### src/rtl/dram_refresh_sched.sv
`timescale 1ns/1ps
module dram_refresh_sched #(
  parameter int ROWS        = 4096,
  parameter int CLK_NS      = 10,
  parameter int REFRESH_NS  = 64_000_000,
  parameter int PAUSE_NS    = 200_000,
  parameter int SELF_MIN_NS = 100_000,
  parameter int INIT_CYCLES = 8,
  parameter int MAX_OWED    = 8,
  parameter int CSR_NS      = 5,
  parameter int RAS_NS      = 70,
  parameter int RP_NS       = 50,
  parameter int RPS_NS      = 130
) (
  input  logic clk,
  input  logic rst_n,
  input  logic ref_gnt,
  input  logic self_req,
  output logic ref_req,
  output logic drv_en,
  output logic ras_n,
  output logic lcas_n,
  output logic ucas_n,
  output logic we_n,
  output logic oe_n,
  output logic init_done,
  output logic sr_active
);

  function automatic int cyc(input int ns);
    int c;
    c = (ns + CLK_NS - 1) / CLK_NS;
    return (c < 1) ? 1 : c;
  endfunction

  localparam int TICK_CYC  = REFRESH_NS / (ROWS * CLK_NS);
  localparam int PAUSE_CYC = cyc(PAUSE_NS);
  localparam int SRMIN_CYC = cyc(SELF_MIN_NS);
  localparam int CSR_CYC   = cyc(CSR_NS);
  localparam int RAS_CYC   = cyc(RAS_NS);
  localparam int RP_CYC    = cyc(RP_NS);
  localparam int RPS_CYC   = cyc(RPS_NS);
  localparam int TMAX      = (PAUSE_CYC > RPS_CYC) ? PAUSE_CYC : RPS_CYC;
  localparam int TW        = $clog2(TMAX + 1);
  localparam int LMAX      = (ROWS > INIT_CYCLES) ? ROWS : INIT_CYCLES;
  localparam int LW        = $clog2(LMAX + 1);
  localparam int OW        = $clog2(MAX_OWED + 1);
  localparam int KW        = $clog2(TICK_CYC + 1);
  localparam int SW        = $clog2(SRMIN_CYC + 1);

  typedef enum logic [2:0] {
    ST_PAUSE, ST_IDLE, ST_CAS, ST_RAS, ST_PRE, ST_SR_CAS, ST_SR_HOLD, ST_SR_PRE
  } st_t;
  typedef enum logic [2:0] {J_NONE, J_INIT, J_OWED, J_PRE, J_POST} job_t;

  st_t           st;
  job_t          job;
  logic [TW-1:0] tmr;
  logic [LW-1:0] left;
  logic [OW-1:0] owed, owed_nxt;
  logic [OW:0]   owed_sum;
  logic [KW-1:0] tcnt;
  logic [SW-1:0] sr_cnt;
  logic          done_q;

  wire last_ph  = (tmr == '0);
  wire tick_hit = done_q && (tcnt == KW'(TICK_CYC - 1));
  wire accrue   = tick_hit && (job == J_NONE || job == J_OWED);
  wire cyc_end  = (st == ST_PRE) && last_ph;
  wire owed_dec = cyc_end && (job == J_OWED);
  wire cas_low  = (st == ST_CAS) || (st == ST_RAS) || (st == ST_SR_CAS) || (st == ST_SR_HOLD);
  wire ras_low  = (st == ST_RAS) || (st == ST_SR_HOLD);

  always_comb begin
    owed_sum = {1'b0, owed} + (OW+1)'(accrue) - (OW+1)'(owed_dec);
    owed_nxt = (owed_sum > (OW+1)'(MAX_OWED)) ? OW'(MAX_OWED) : owed_sum[OW-1:0];
  end

  assign ref_req   = done_q && (st != ST_IDLE || self_req || owed != '0);
  assign drv_en    = !done_q || st != ST_IDLE;
  assign ras_n     = !ras_low;
  assign lcas_n    = !cas_low;
  assign ucas_n    = !cas_low;
  assign we_n      = 1'b1;
  assign oe_n      = 1'b1;
  assign init_done = done_q;
  assign sr_active = (st == ST_SR_HOLD);

  always_ff @(posedge clk or negedge rst_n) begin
    if (!rst_n) begin
      st     <= ST_PAUSE;
      job    <= J_INIT;
      tmr    <= TW'(PAUSE_CYC - 1);
      left   <= LW'(INIT_CYCLES);
      owed   <= '0;
      tcnt   <= '0;
      sr_cnt <= '0;
      done_q <= 1'b0;
    end else begin
      owed <= owed_nxt;
      if (done_q) tcnt <= tick_hit ? '0 : tcnt + 1'b1;
      if (!last_ph) tmr <= tmr - 1'b1;
      case (st)
        ST_PAUSE: if (last_ph) begin
          st  <= ST_CAS;
          tmr <= TW'(CSR_CYC - 1);
        end
        ST_IDLE: if (ref_req && ref_gnt) begin
          if (self_req) begin
            job  <= J_PRE;
            left <= LW'(ROWS);
          end else begin
            job <= J_OWED;
          end
          st  <= ST_CAS;
          tmr <= TW'(CSR_CYC - 1);
        end
        ST_CAS: if (last_ph) begin
          st  <= ST_RAS;
          tmr <= TW'(RAS_CYC - 1);
        end
        ST_RAS: if (last_ph) begin
          st  <= ST_PRE;
          tmr <= TW'(RP_CYC - 1);
        end
        ST_PRE: if (last_ph) begin
          st  <= ST_CAS;
          tmr <= TW'(CSR_CYC - 1);
          case (job)
            J_INIT: if (left == LW'(1)) begin
              done_q <= 1'b1;
              job    <= J_NONE;
              st     <= ST_IDLE;
              tcnt   <= '0;
            end else left <= left - 1'b1;
            J_OWED: if (owed_nxt == '0) begin
              job <= J_NONE;
              st  <= ST_IDLE;
            end
            J_PRE: begin
              if (left == LW'(1)) st <= ST_SR_CAS;
              else left <= left - 1'b1;
            end
            J_POST: if (left == LW'(1)) begin
              job  <= J_NONE;
              st   <= ST_IDLE;
              tcnt <= '0;
              owed <= '0;
            end else left <= left - 1'b1;
            default: st <= ST_IDLE;
          endcase
        end
        ST_SR_CAS: if (last_ph) begin
          st     <= ST_SR_HOLD;
          sr_cnt <= '0;
          owed   <= '0;
        end
        ST_SR_HOLD: begin
          if (sr_cnt != SW'(SRMIN_CYC)) sr_cnt <= sr_cnt + 1'b1;
          if (!self_req && sr_cnt >= SW'(SRMIN_CYC - 1)) begin
            st  <= ST_SR_PRE;
            tmr <= TW'(RPS_CYC - 1);
          end
        end
        ST_SR_PRE: if (last_ph) begin
          job  <= J_POST;
          left <= LW'(ROWS);
          st   <= ST_CAS;
          tmr  <= TW'(CSR_CYC - 1);
        end
        default: st <= ST_IDLE;
      endcase
    end
  end


  no_req_in_init_chk: assert property (@(posedge clk) disable iff (!rst_n)
    !init_done |-> !ref_req);

  cas_first_chk: assert property (@(posedge clk) disable iff (!rst_n)
    $fell(ras_n) |-> $past(!lcas_n && !ucas_n));

  cas_hold_chk: assert property (@(posedge clk) disable iff (!rst_n)
    !ras_n |-> (!lcas_n && !ucas_n));

  pre_gap_chk: assert property (@(posedge clk) disable iff (!rst_n)
    $rose(ras_n) |=> (ras_n && lcas_n && ucas_n));

  owed_cap_chk: assert property (@(posedge clk) disable iff (!rst_n)
    owed <= OW'(MAX_OWED));

  start_needs_grant_chk: assert property (@(posedge clk) disable iff (!rst_n)
    ($fell(lcas_n) && $past(st == ST_IDLE)) |-> $past(ref_gnt && ref_req));

  idle_strobes_chk: assert property (@(posedge clk) disable iff (!rst_n)
    !drv_en |-> (ras_n && lcas_n && ucas_n));

endmodule

### config.mk
export PLATFORM = sky130hd
export DESIGN_NAME = dram_refresh_sched
export DESIGN_NICKNAME = d
export VERILOG_FILES = /design/src/rtl/dram_refresh_sched.sv
export SDC_FILE = /design/constraint.sdc
export NUM_CORES = 1
export LEC_CHECK = 0
export CAP_MARGIN = 20
export CORE_ASPECT_RATIO = 1.1
export CORE_MARGIN = 4
export CORE_UTILIZATION = 40
export DETAILED_ROUTE_END_ITERATION = 8
export DONT_BUFFER_PORTS = 1
export SKIP_LAST_GASP = 1
export SLEW_MARGIN = 20
export SYNTH_ARGS = -nofsm -noshare
export SYNTH_HDL_FRONTEND = slang
export SYNTH_SLANG_ARGS = --single-unit
### constraint.sdc
create_clock -name clk -period 12.1 [get_ports clk]
set_input_delay 3.025 -clock clk [delete_from_list [all_inputs] [get_ports clk]]
set_output_delay 3.025 -clock clk [all_outputs]
set_load 0.1 [all_outputs]
==> Flow_metrics.wiki, run 1 <==
{| class="wikitable"
! Metric !! Value
|-
| Outcome || completed
|-
| Sw power || 91.2 uW
|-
| Number of buffers added by the clock tree synthesis step || 9
|-
| Achievable frequency || 142 MHz
|-
| Synth Area in Compound Gates || 20.0%
|-
| Gate count after technology mapping || 457
|-
| Resized Gates After CTS || 0
|-
| Total via count in the routed design || 3433
|-
| Congestion Overflow GR || 0
|-
| Fraction of layout cells with a size suffix above 1 || 10.5%
|-
| Number of antenna-violating nets in the routed design || 0
|-
| Simple-gate share of the synthesized area || 25.9%
|-
| Port Buffer Count || 0
|-
| TritonCTS sink count || 64
|-
| Mean instance size in the synthesized netlist || 9.00 um^2
|-
| Power share of the sequential group || 49.4%
|-
| GPL Wtd Cong || 0.792
|-
| Routed wirelength normalized by instance count || 16.2 um
|-
| Cell taking the most area after synthesis || sky130_fd_sc_hd__dfrtp_1
|-
| Deepest level of the CTS H-tree || 3
|-
| Kind of start point of the critical path || input pin
|-
| Fill cell count || 946
|-
| Critical Path, Cell by Cell || nor4b_1, a21boi_2
|-
| Final cell count without fillers || 576
|-
| Internal cell power || 342 uW
|-
| Clock latency at the later pin of the worst-skew pair || 0.35 ns
|-
| Router iterations before antenna repair || 5
|-
| Post-synthesis share of cell area spent on full adders, half adders and majority gates || 4.75%
|-
| Detailed router's first-iteration violation count || 147
|-
| Total of hold buffers inserted after clock tree synthesis || 0
|-
| Cell Pwr Density || 97.2 mW/mm^2
|-
| Fin util || 44.9%
|-
| Slew of the pin with the lowest slew margin || 1.16 ns
|-
| Net switching share of the total power || 21.1%
|-
| Ports || 13
|-
| Critical path buffer and inverter count || 0
|-
| Type of element capturing the critical path || output port
|-
| Layout area overhead || 8.40%
|-
| Number of storage elements in the synthesis netlist || 64
|-
| Register clock-pin slew on the reported worst setup and hold paths || 0.07 ns
|-
| Async set-reset flop share out of synthesis || 100%
|-
| Vias per std cell || 5.96
|-
| RSZ-0062 raised after global routing || no
|-
| Portion of total power attributed to the clock network || 49.9%
|-
| Leading register cell type out of synthesis || sky130_fd_sc_hd__dfrtp_1
|-
| Nets || 470
|-
| Cell types with the largest area share after synthesis || sky130_fd_sc_hd__dfrtp_1 32%, sky130_fd_sc_hd__dfstp_2 7.0%, sky130_fd_sc_hd__ha_1 4.3%
|-
| CORE AREA || 0.00994 mm^2
|-
| Number of failing setup endpoints in the final timing report || 0
|-
| Worst reg2reg path depth || 15
|-
| CP delay by family, top || simple AND/OR/NAND/NOR gates
|-
| Number of placed instances with taps included || 560
|-
| Synth Area in XOR/XNOR || 4.26%
|-
| Class of the tightest hold or removal check || register to register
|-
| Number of global-route vias before repair || 3278
|-
| Minimum clock period || 7.02 ns
|-
| Relative slew slack || 22.3%
|-
| Share of synthesized area occupied by flip-flops and latches || 39.3%
|-
| Antenna diode instance count || 0
|-
| Count of max-cap constraint violations || 0
|-
| Cell leakage power || 1.80 nW
|-
| Longest Clk Path Bufs || 2
|-
| Final count of hold timing violations || 0
|-
| Number of rows in the core area || 38
|-
| Dominant combinational cell family by area after synthesis || simple AND/OR/NAND/NOR gates
|-
| Final Max Tran Viols || 0
|-
| Clock tree from TritonCTS || done
|-
| Synthesis Warnings || 0
|-
| Maximum fanout count along the critical path || 3
|-
| Critical path start-end classification || input pin to output port
|-
| DIE WIDTH || 105 um
|-
| Clk Tree Root Cell || sky130_fd_sc_hd__clkbuf_8
|-
| Number of antenna violations at the first check in global routing || 0
|-
| Standard cell with the maximum stage delay on the critical path || sky130_fd_sc_hd__nor4b_1
|-
| Maximum number of pins on one net before global-route repair || 65
|-
| Post-synth top cells || 53 x sky130_fd_sc_hd__dfrtp_1, 33 x sky130_fd_sc_hd__nand2_1, 31 x sky130_fd_sc_hd__a21oi_1, 29 x sky130_fd_sc_hd__nor2_1, 23 x sky130_fd_sc_hd__inv_1
|-
| Initial core utilization || 41.4%
|-
| Overall die height || 114 um
|-
| Die area || 0.0120 mm^2
|-
| Wirelength, routed || 9350 um
|-
| Peak supply drop || 0.0509 mV
|-
| Levels on crit path || 2
|-
| Total negative slack for setup checks || 0 ns
|-
| Peak per-stage delay on the critical path || 0.52 ns
|-
| Post-Synthesis Cell Area || 0.00411 mm^2
|-
| Fraction of synthesized area in multiplexers || 1.00%
|-
| Count of unique library cells instantiated by Yosys || 69
|-
| HPWL reported at the end of detailed placement || 6470 um
|-
| WHS || 0.509 ns
|-
| Crit path arrival time || 4.00 ns
|-
| Post-route clock period utilization || 58.0%
|-
| Post-CTS setup buffers || 0
|-
| Number of design rule violations left after detail routing || 0
|-
| Cell depth of the worst hold path || 1
|-
| First-pass GRT wire length || 16100 um
|-
| Post-synth EDFFs || 0
|-
| Post-route clock skew || 0.0117 ns
|-
| Area share of the leading cell type in the synthesized netlist || 32.3%
|-
| Combinational power share || 0.7%
|-
| Cell with the most instances after synthesis || sky130_fd_sc_hd__dfrtp_1
|-
| Req. time, crit path || 9.07 ns
|-
| Total track usage || 16.3%
|}
==> final timing paths <==
kind / endpoint / from / slack, ns
min in group asynchronous: tcnt[2] / rst_n / 2.36
max: ref_req / self_req / 5.08
min: tmr[14] / tmr[14] / 0.51
max in group asynchronous: tmr[14] / rst_n / 9.53
min reg2reg: tmr[14] / tmr[14] / 0.51
max reg2reg: job[0] / tmr[0] / 7.46
==> flip-flops by register name, summed over array words and instances (netlist names) <==
register and count:
job 3, sr_cnt 14, tcnt 11, left 13
tmr 15, init_done 1, st 3, owed 4
==> layout by cell type (no fill, tap or decap), types with 9 or more instances in the layout <==
cell and instances:
sky130_fd_sc_hd__dfrtp_1 53, sky130_fd_sc_hd__nand2_1 33, sky130_fd_sc_hd__a21oi_1 31, sky130_fd_sc_hd__nor2_1 29
sky130_fd_sc_hd__inv_1 23, sky130_fd_sc_hd__o21ai_0 21, sky130_fd_sc_hd__nor3_1 15, sky130_fd_sc_hd__or4_1 14
sky130_fd_sc_hd__ha_1 14, sky130_fd_sc_hd__nand4_1 13, sky130_fd_sc_hd__o31ai_1 12, sky130_fd_sc_hd__nand3_1 12
sky130_fd_sc_hd__xor2_1 11, sky130_fd_sc_hd__nand2b_1 11, sky130_fd_sc_hd__clkbuf_8 11, sky130_fd_sc_hd__dfstp_2 11
sky130_fd_sc_hd__or3_1 9, sky130_fd_sc_hd__o41ai_1 9
==> area by class of cell <==
cell class / instances / area (um^2) / area share [%]
multi-input cells: 348 / 2320 / 52.0
clock inverters: 4 / 76.3 / 1.71
flip-flops and latches: 64 / 1620 / 36.2
well taps: 120 / 150 / 3.37
repair buffers: 4 / 50.0 / 1.12
clock buffers: 12 / 155 / 3.48
inverters: 24 / 90.1 / 2.02
==> stage by stage <==
| stage | worst slack [ns] | power [mW] | instance area (um^2) |
|---|---|---|---|
| floorplan | 3.80 | 0.222 | 4120 |
| global placement | 5.08 | 0.221 | 4230 |
| detailed placement | 5.08 | 0.221 | 4230 |
| CTS | 5.08 | 0.439 | 4460 |
| global route | 4.97 | 0.449 | 4460 |
| finish | 5.08 | 0.433 | 4460 |
==> per-layer routing <==
metal / vias to the layer above / track usage, % / share of wire, %
met1: 1694 / 22.2 / 48
met5: - / 0 / 0
met2: 47 / 26.4 / 47
li1: 1682 / - / -
met3: 10 / 2.76 / 2.9
met4: 0 / 5.69 / 1.4
==> power by group through the flow <==
| stage | Clock (mW) | Combinational (mW) | Sequential [mW] |
|---|---|---|---|
| 2_1_floorplan | 0 | 0.00351 | 0.218 |
| 3_3_place_gp | 0 | 0.00325 | 0.218 |
| 3_5_place_dp | 0 | 0.00325 | 0.218 |
| 4_1_cts | 0.222 | 0.00325 | 0.214 |
| 5_1_grt | 0.232 | 0.00334 | 0.214 |
| 6_report | 0.216 | 0.00323 | 0.214 |
==> kinds of logic (layout without fill, tap and decap cells) <==
family | count (synthesis) | after routing
other cells | 1 | 2
xor+xnor | 20 | 20
flops | 64 | 64
simple gates | 185 | 185
buf+inv | 46 | 44
fa+ha+maj | 15 | 15
compound gates | 122 | 122
mux | 4 | 4
Note: power is estimated with default switching activity, not from simulation.
==> inputs of run 2 (changes only) <==
--- a/config.mk
+++ b/config.mk
@@ -5,6 +5,7 @@
 export SDC_FILE = /design/constraint.sdc
 export NUM_CORES = 1
 export LEC_CHECK = 0
+export ABC_AREA = 1
 export CAP_MARGIN = 20
 export CORE_ASPECT_RATIO = 1.1
 export CORE_MARGIN = 4
==> constraint.sdc (replaced) <==
create_clock -name clk -period 5.7 [get_ports clk]
set_input_delay 1.425 -clock clk [delete_from_list [all_inputs] [get_ports clk]]
set_output_delay 1.425 -clock clk [all_outputs]
set_load 0.1 [all_outputs]
==> run 2 against run 1 <==
Effect of this change:
- area after synthesis up 4.8%
- global-route usage up 0.51 points
- count of clock-buffer cells in the layout unchanged
- flip-flop and latch count unchanged
- largest power group unchanged
==> Flow_metrics.wiki, run 2 <==
{| class="wikitable"
! Metric !! Value
|-
| Standard cell with the maximum stage delay on the critical path || sky130_fd_sc_hd__buf_4
|-
| Deepest level of the CTS H-tree || 3
|-
| Synthesis Warnings || 0
|-
| Crit path arrival time || 2.49 ns
|-
| GPL Wtd Cong || 0.890
|-
| Post-synth EDFFs || 0
|-
| Post-Synthesis Cell Area || 0.00431 mm^2
|-
| Flip-flop count of the largest register after layout || 15
|-
| Number of failing setup endpoints in the final timing report || 0
|-
| HPWL reported at the end of detailed placement || 7040 um
|-
| Post-synth top cells || 151 x sky130_fd_sc_hd__nand2_1, 97 x sky130_fd_sc_hd__nor2_1, 71 x sky130_fd_sc_hd__inv_1, 56 x sky130_fd_sc_hd__nand3_1, 53 x sky130_fd_sc_hd__dfrtp_1
|-
| Total via count in the routed design || 3852
|-
| Maximum number of pins on one net before global-route repair || 65
|-
| Peak supply drop || 0.134 mV
|-
| Most common library cell in the layout ignoring fill and taps || sky130_fd_sc_hd__nand2_1
|-
| Count of max-cap constraint violations || 0
|-
| DIE WIDTH || 107 um
|-
| Gate count after technology mapping || 618
|-
| RSZ-0062 raised after global routing || no
|-
| Achievable frequency || 255 MHz
|-
| Peak per-stage delay on the critical path || 0.47 ns
|-
| Class of the tightest hold or removal check || register to register
|-
| Overall die height || 117 um
|-
| Critical Path, Cell by Cell || inv_1, nand2_1, nor2_2, buf_4, nor2_2, buf_4, nand2_1, nor2_4, buf_4
|-
| Die area || 0.0125 mm^2
|-
| Number of antenna-violating nets in the routed design || 0
|-
| Final Max Tran Viols || 0
|-
| Number of storage elements in the synthesis netlist || 64
|-
| Pwr Total || 1.00 mW
|-
| Clock latency at the later pin of the worst-skew pair || 0.33 ns
|-
| Cell types with the largest area share after synthesis || sky130_fd_sc_hd__dfrtp_1 31%, sky130_fd_sc_hd__nand2_1 13%, sky130_fd_sc_hd__nor2_1 8.4%
|-
| Detailed router's first-iteration violation count || 262
|-
| Cell with the most instances after synthesis || sky130_fd_sc_hd__nand2_1
|-
| Count of unique library cells instantiated by Yosys || 38
|-
| TritonCTS sink count || 64
|-
| Layout area overhead || 10.6%
|-
| Largest registers || tmr x15, sr_cnt x14, left x13
|-
| Mean instance size in the synthesized netlist || 6.97 um^2
|-
| Outcome || completed
|-
| Cell Pwr Density || 211 mW/mm^2
|-
| Fill cell count || 1098
|-
| Router iterations before antenna repair || 5
|-
| Type of element capturing the critical path || output port
|-
| Minimum clock period || 3.92 ns
|-
| Kind of start point of the critical path || register
|-
| First-pass GRT wire length || 16900 um
|-
| Longest Clk Path Bufs || 2
|-
| Total track usage || 16.8%
|-
| Clock tree from TritonCTS || done
|-
| Slew of the pin with the lowest slew margin || 0.897 ns
|-
| Nets || 641
|-
| Vias per std cell || 5.00
|-
| Total of hold buffers inserted after clock tree synthesis || 0
|-
| Number of rows in the core area || 39
|-
| Fraction of layout cells with a size suffix above 1 || 8.61%
|-
| Routed wirelength normalized by instance count || 12.5 um
|-
| Number of design rule violations left after detail routing || 0
|-
| Highest-count cells in the layout ignoring fill and taps || 151 x sky130_fd_sc_hd__nand2_1, 94 x sky130_fd_sc_hd__nor2_1, 71 x sky130_fd_sc_hd__inv_1, 56 x sky130_fd_sc_hd__nand3_1, 53 x sky130_fd_sc_hd__dfrtp_1
|-
| Ports || 13
|-
| Post-CTS setup buffers || 0
|-
| Cell leakage power || 2.22 nW
|-
| Largest register by flop count || tmr
|-
| Final count of hold timing violations || 0
|-
| Post-route clock skew || 0.00531 ns
|-
| CP dominant cell by count || sky130_fd_sc_hd__buf_4
|-
| CORE AREA || 0.0104 mm^2
|-
| Wirelength, routed || 9610 um
|-
| Register clock-pin slew on the reported worst setup and hold paths || 0.05 ns
|-
| WHS || 0.490 ns
|-
| Fin util || 45.6%
|-
| Relative slew slack || 40.0%
|-
| Number of buffers added by the clock tree synthesis step || 9
|-
| Total negative slack for setup checks || 0 ns
|-
| Number of global-route vias before repair || 3631
|-
| Resized Gates After CTS || 0
|-
| Number of antenna violations at the first check in global routing || 0
|-
| Critical path start-end classification || register to output port
|-
| Async set-reset flop share out of synthesis || 100%
|-
| Post-route clock period utilization || 68.7%
|-
| Cell taking the most area after synthesis || sky130_fd_sc_hd__dfrtp_1
|-
| Antenna diode instance count || 0
|-
| Clk Tree Root Cell || sky130_fd_sc_hd__clkbuf_16
|-
| Congestion Overflow GR || 0
|-
| Leading register cell type out of synthesis || sky130_fd_sc_hd__dfrtp_1
|-
| Port Buffer Count || 0
|-
| Share of synthesized area occupied by flip-flops and latches || 37.5%
|-
| Area share of the leading cell type in the synthesized netlist || 30.8%
|-
| Initial core utilization || 41.3%
|-
| Req. time, crit path || 4.28 ns
|-
| Maximum fanout count along the critical path || 12
|}
[run 2: cell types whose count changed in the layout (fill, tap and decap cells not counted), moves of 10 or more]
| cell | previous run | this run |
|---|---|---|
| sky130_fd_sc_hd__nor2_1 | 29 | 94 |
| sky130_fd_sc_hd__or4_1 | 14 | 0 |
| sky130_fd_sc_hd__inv_1 | 23 | 71 |
| sky130_fd_sc_hd__nand2b_1 | 11 | 0 |
| sky130_fd_sc_hd__o31ai_1 | 12 | 0 |
| sky130_fd_sc_hd__nand2_1 | 33 | 151 |
| sky130_fd_sc_hd__clkbuf_8 | 11 | 1 |
| sky130_fd_sc_hd__nand3_1 | 12 | 56 |
| sky130_fd_sc_hd__a21oi_1 | 31 | 11 |
[run 2: routing by layer]
layer / GRT usage [%] / part of all wire, % / up-vias
li1: - / - / 1990
met1: 21.6 / 47 / 1788
met2: 28.5 / 48 / 65
met3: 3.07 / 3.7 / 9
met4: 6.22 / 1.4 / 0
met5: 0 / 0 / -
[run 2: layout make-up]
class | count | area [um^2] | area share [%]
clock buffers | 12 | 246 | 5.17
well taps | 143 | 179 | 3.76
clock inverters | 4 | 45.0 | 0.945
flip-flops and latches | 64 | 1620 | 33.9
multi-input cells | 466 | 2360 | 49.5
repair buffers | 4 | 30.0 | 0.630
inverters | 77 | 289 | 6.07
[run 2: final timing paths]
kind	startpoint	end	slack, ns	depth (start not counted)
worst min register to register	left[12]	left[12]	0.49	2
worst max-delay path	st[0]	lcas_n	1.78	9
worst min-delay path	left[12]	left[12]	0.49	2
min in group asynchronous	rst_n	tcnt[4]	0.79	0
worst max register to register	tmr[0]	job[2]	2.05	18
max in group asynchronous	rst_n	tmr[2]	4.71	0
[run 2: critical path: cells and delay by family (launching register included)]
kind	cells	cell delay (ns)
buffers and inverters	4	1.11
AND/OR/NAND/NOR	5	0.59
flip-flops	1	0.46
[run 2: kinds of logic after synthesis]
group / after synthesis / synth area share, %
buffers and inverters: 89 / 8.39
xor gates and xnor gates: 26 / 5.28
and+or+nand+nor: 364 / 36.8
other: 1 / 0.0870
DFF: 64 / 37.5
adders and majority gates: 15 / 4.53
AOI/OAI and AO/OA: 59 / 7.40
[run 2: metrics by stage]
stage,area (um^2),std cells,setup WS (ns)
2_1_floorplan,4320,619,0.457
3_3_place_gp,4470,754,1.88
3_5_place_dp,4470,754,1.88
4_1_cts,4760,770,1.75
5_1_grt,4760,770,1.53
6_report,4760,770,1.78
[run 2: report_power, final]
part / total (mW) / switching (mW) / leakage, nW / internal (mW)
registers: 0.455 / 0 / 0.799 / 0.455
logic: 0.00644 / 0.00629 / 1.27 / 0.000156
clock network: 0.543 / 0.195 / 0.146 / 0.348
==> inputs of run 3 (changes only) <==
==> constraint.sdc (replaced) <==
create_clock -name clk -period 4 [get_ports clk]
set_input_delay 1 -clock clk [delete_from_list [all_inputs] [get_ports clk]]
set_output_delay 1 -clock clk [all_outputs]
set_load 0.1 [all_outputs]
==> run 3 against run 2 <==
Effect of this change:
- clock skew increased by 0.0030 ns
- clock power increased by 52%
- via count increased by 0.75%
- critical path type is now register to register
- hold slack got worse by 0.13 ns
- register-to-register slack got worse by 1.4 ns
- setup slack got worse by 1.2 ns
==> Flow_metrics.wiki, run 3 (synthesized netlist as in run 2, its figures left out) <==
{| class="wikitable"
! Metric !! Value
|-
| TritonCTS sink count || 64
|-
| Peak supply drop || 0.163 mV
|-
| Clk Tree Root Cell || sky130_fd_sc_hd__clkbuf_16
|-
| Initial core utilization || 41.3%
|-
| Die area || 0.0125 mm^2
|-
| Cell Pwr Density || 307 mW/mm^2
|-
| Count of max-cap constraint violations || 0
|-
| Pwr Total || 1.48 mW
|-
| Clock tree from TritonCTS || done
|-
| Ports || 13
|-
| Minimum clock period || 3.38 ns
|-
| Combinational power share || 0.6%
|-
| Footprint of the multi-input gates || 0.00236 mm^2
|-
| Final count of hold timing violations || 0
|-
| Capturing point of the worst reg2reg path || job[1]
|-
| Number of antenna violations at the first check in global routing || 0
|-
| Highest-count cells in the layout ignoring fill and taps || 151 x sky130_fd_sc_hd__nand2_1, 94 x sky130_fd_sc_hd__nor2_1, 71 x sky130_fd_sc_hd__inv_1, 56 x sky130_fd_sc_hd__nand3_1, 53 x sky130_fd_sc_hd__dfrtp_1
|-
| Number of rows in the core area || 39
|-
| Design area || 0.00482 mm^2
|-
| Achievable frequency || 296 MHz
|-
| Overall die height || 117 um
|-
| Standard cell with the maximum stage delay on the critical path || sky130_fd_sc_hd__fa_1
|-
| Portion of total power attributed to the clock network || 55.6%
|-
| Resized Gates After CTS || 0
|-
| Fraction of layout cells with a size suffix above 1 || 9.51%
|-
| Wirelength, routed || 9870 um
|-
| Vias per std cell || 5.01
|-
| DIE WIDTH || 107 um
|-
| Routed wirelength normalized by instance count || 12.8 um
|-
| Total negative slack for setup checks || 0 ns
|-
| Final Max Tran Viols || 0
|-
| Number of antenna-violating nets in the routed design || 0
|-
| Most common library cell in the layout ignoring fill and taps || sky130_fd_sc_hd__nand2_1
|-
| Placed Instance Area || 0.00451 mm^2
|-
| RSZ-0062 raised after global routing || no
|-
| Clock latency at the later pin of the worst-skew pair || 0.33 ns
|-
| Sequential cell area || 0.00162 mm^2
|-
| Critical Path, Cell by Cell || inv_1, ha_1, inv_1, nor2_1, nand2_1, nor2_1, nand3_1, nor3_1, ha_1, inv_1, ha_1, fa_1, nor3_1, nand3_1, nand2_1, nand3_1, o21ai_0
|-
| Longest Clk Path Bufs || 2
|-
| Largest registers || tmr x15, sr_cnt x14, left x13
|-
| Outcome || completed
|-
| Total track usage || 17.1%
|-
| Router iterations before antenna repair || 4
|-
| Port Buffer Count || 0
|-
| Net switching share of the total power || 20.2%
|-
| Total of hold buffers inserted after clock tree synthesis || 0
|-
| Power share of the sequential group || 43.8%
|-
| Internal cell power || 1.18 mW
|-
| Critical path start-end classification || register to register
|-
| Flop2flop setup slack || 0.62 ns
|-
| Sw power || 298 uW
|-
| Fill cell count || 1105
|-
| Maximum fanout count along the critical path || 7
|-
| Post-route clock skew || 0.00835 ns
|-
| Post-route clock period utilization || 84.4%
|-
| Total via count in the routed design || 3881
|-
| Peak per-stage delay on the critical path || 0.44 ns
|-
| Deepest level of the CTS H-tree || 3
|-
| GPL Wtd Cong || 0.867
|-
| Maximum number of pins on one net before global-route repair || 65
|-
| Worst reg2reg path depth || 17
|-
| Startpoint of the worst-slack reg-to-reg timing path || tmr[0]
|-
| Antenna diode instance count || 0
|-
| Register clock-pin slew on the reported worst setup and hold paths || 0.06 ns
|-
| Kind of start point of the critical path || register
|-
| Congestion Overflow GR || 0
|-
| Type of element capturing the critical path || register
|-
| Largest register by flop count || tmr
|-
| Layout area overhead || 11.9%
|-
| First-pass GRT wire length || 17300 um
|-
| Number of failing setup endpoints in the final timing report || 0
|-
| HPWL reported at the end of detailed placement || 7190 um
|-
| Nets || 645
|-
| Cell leakage power || 2.24 nW
|-
| CORE AREA || 0.0104 mm^2
|-
| Post-CTS setup buffers || 0
|-
| Number of global-route vias before repair || 3897
|-
| Class of the tightest hold or removal check || input pin to asynchronous set/reset pin
|-
| Flip-flop count of the largest register after layout || 15
|-
| Detailed router's first-iteration violation count || 214
|-
| Number of buffers added by the clock tree synthesis step || 9
|-
| Number of design rule violations left after detail routing || 0
|-
| Req. time, crit path || 4.23 ns
|-
| Crit path arrival time || 3.61 ns
|}
## run 3: changes by cell type in the layout (fill, tap and decap cells not counted), sizes merged
| cell | delta |
|---|---|
| clkinvlp | +1 |
| buf | +4 |
| clkinv | -1 |
## run 3: area by class of cell
cell class,instances,area share [%]
sequential,64,33.5
timing repair buffer,8,1.25
tap,143,3.71
clock buffer,12,5.53
clock inverter,4,1.06
inverter,77,5.99
multi-input combinational,466,49.0
## run 3: through the flow
step                      setup WS [ns]  hold slack (ns)  utilization, %  std cells
final                             0.625            0.361            46.2        774
after global routing              0.266            0.343            46.2        774
after CTS                         0.631            0.349            46.2        774
after detailed placement          0.685            0.479            43.1        758
after global placement            0.751            0.468            43.1        758
after floorplan                  0.0235            0.453               -        619
## run 3: per-layer routing
metal,share of wire (%),track usage [%]
met5,0,0
met4,1.8,6.73
met3,3.7,4.00
met2,48,29.6
met1,46,20.8
## run 3: power groups by stage
stage / Clock, mW / Combinational [mW] / Sequential, mW
floorplan: 0 / 0.0101 / 0.660
global placement: 0 / 0.00888 / 0.659
detailed placement: 0 / 0.00885 / 0.659
CTS: 0.843 / 0.00886 / 0.648
global route: 0.870 / 0.00920 / 0.648
finish: 0.823 / 0.00897 / 0.648
## run 3: worst max path at each step
stage | slack, ns | to | from | cells after the start
3_3_place_gp | 0.75 | job[2] | tmr[0] | 18
3_5_place_dp | 0.69 | job[2] | tmr[0] | 18
2_1_floorplan | 0.02 | ucas_n | st[0] | 8
4_1_cts | 0.63 | job[1] | tmr[0] | 17
5_1_grt | 0.27 | job[1] | tmr[0] | 17
6_report | 0.62 | job[1] | tmr[0] | 17
## run 3: critical path, delay by kind of cell (launching register included)
family / cells / cell delay, ns
AND/OR/NAND/NOR: 9 / 1.25
adder cells (fa/ha/maj): 4 / 1.20
flip-flops: 1 / 0.37
AO/OA/AOI/OAI: 1 / 0.23
buffers and inverters: 3 / 0.22
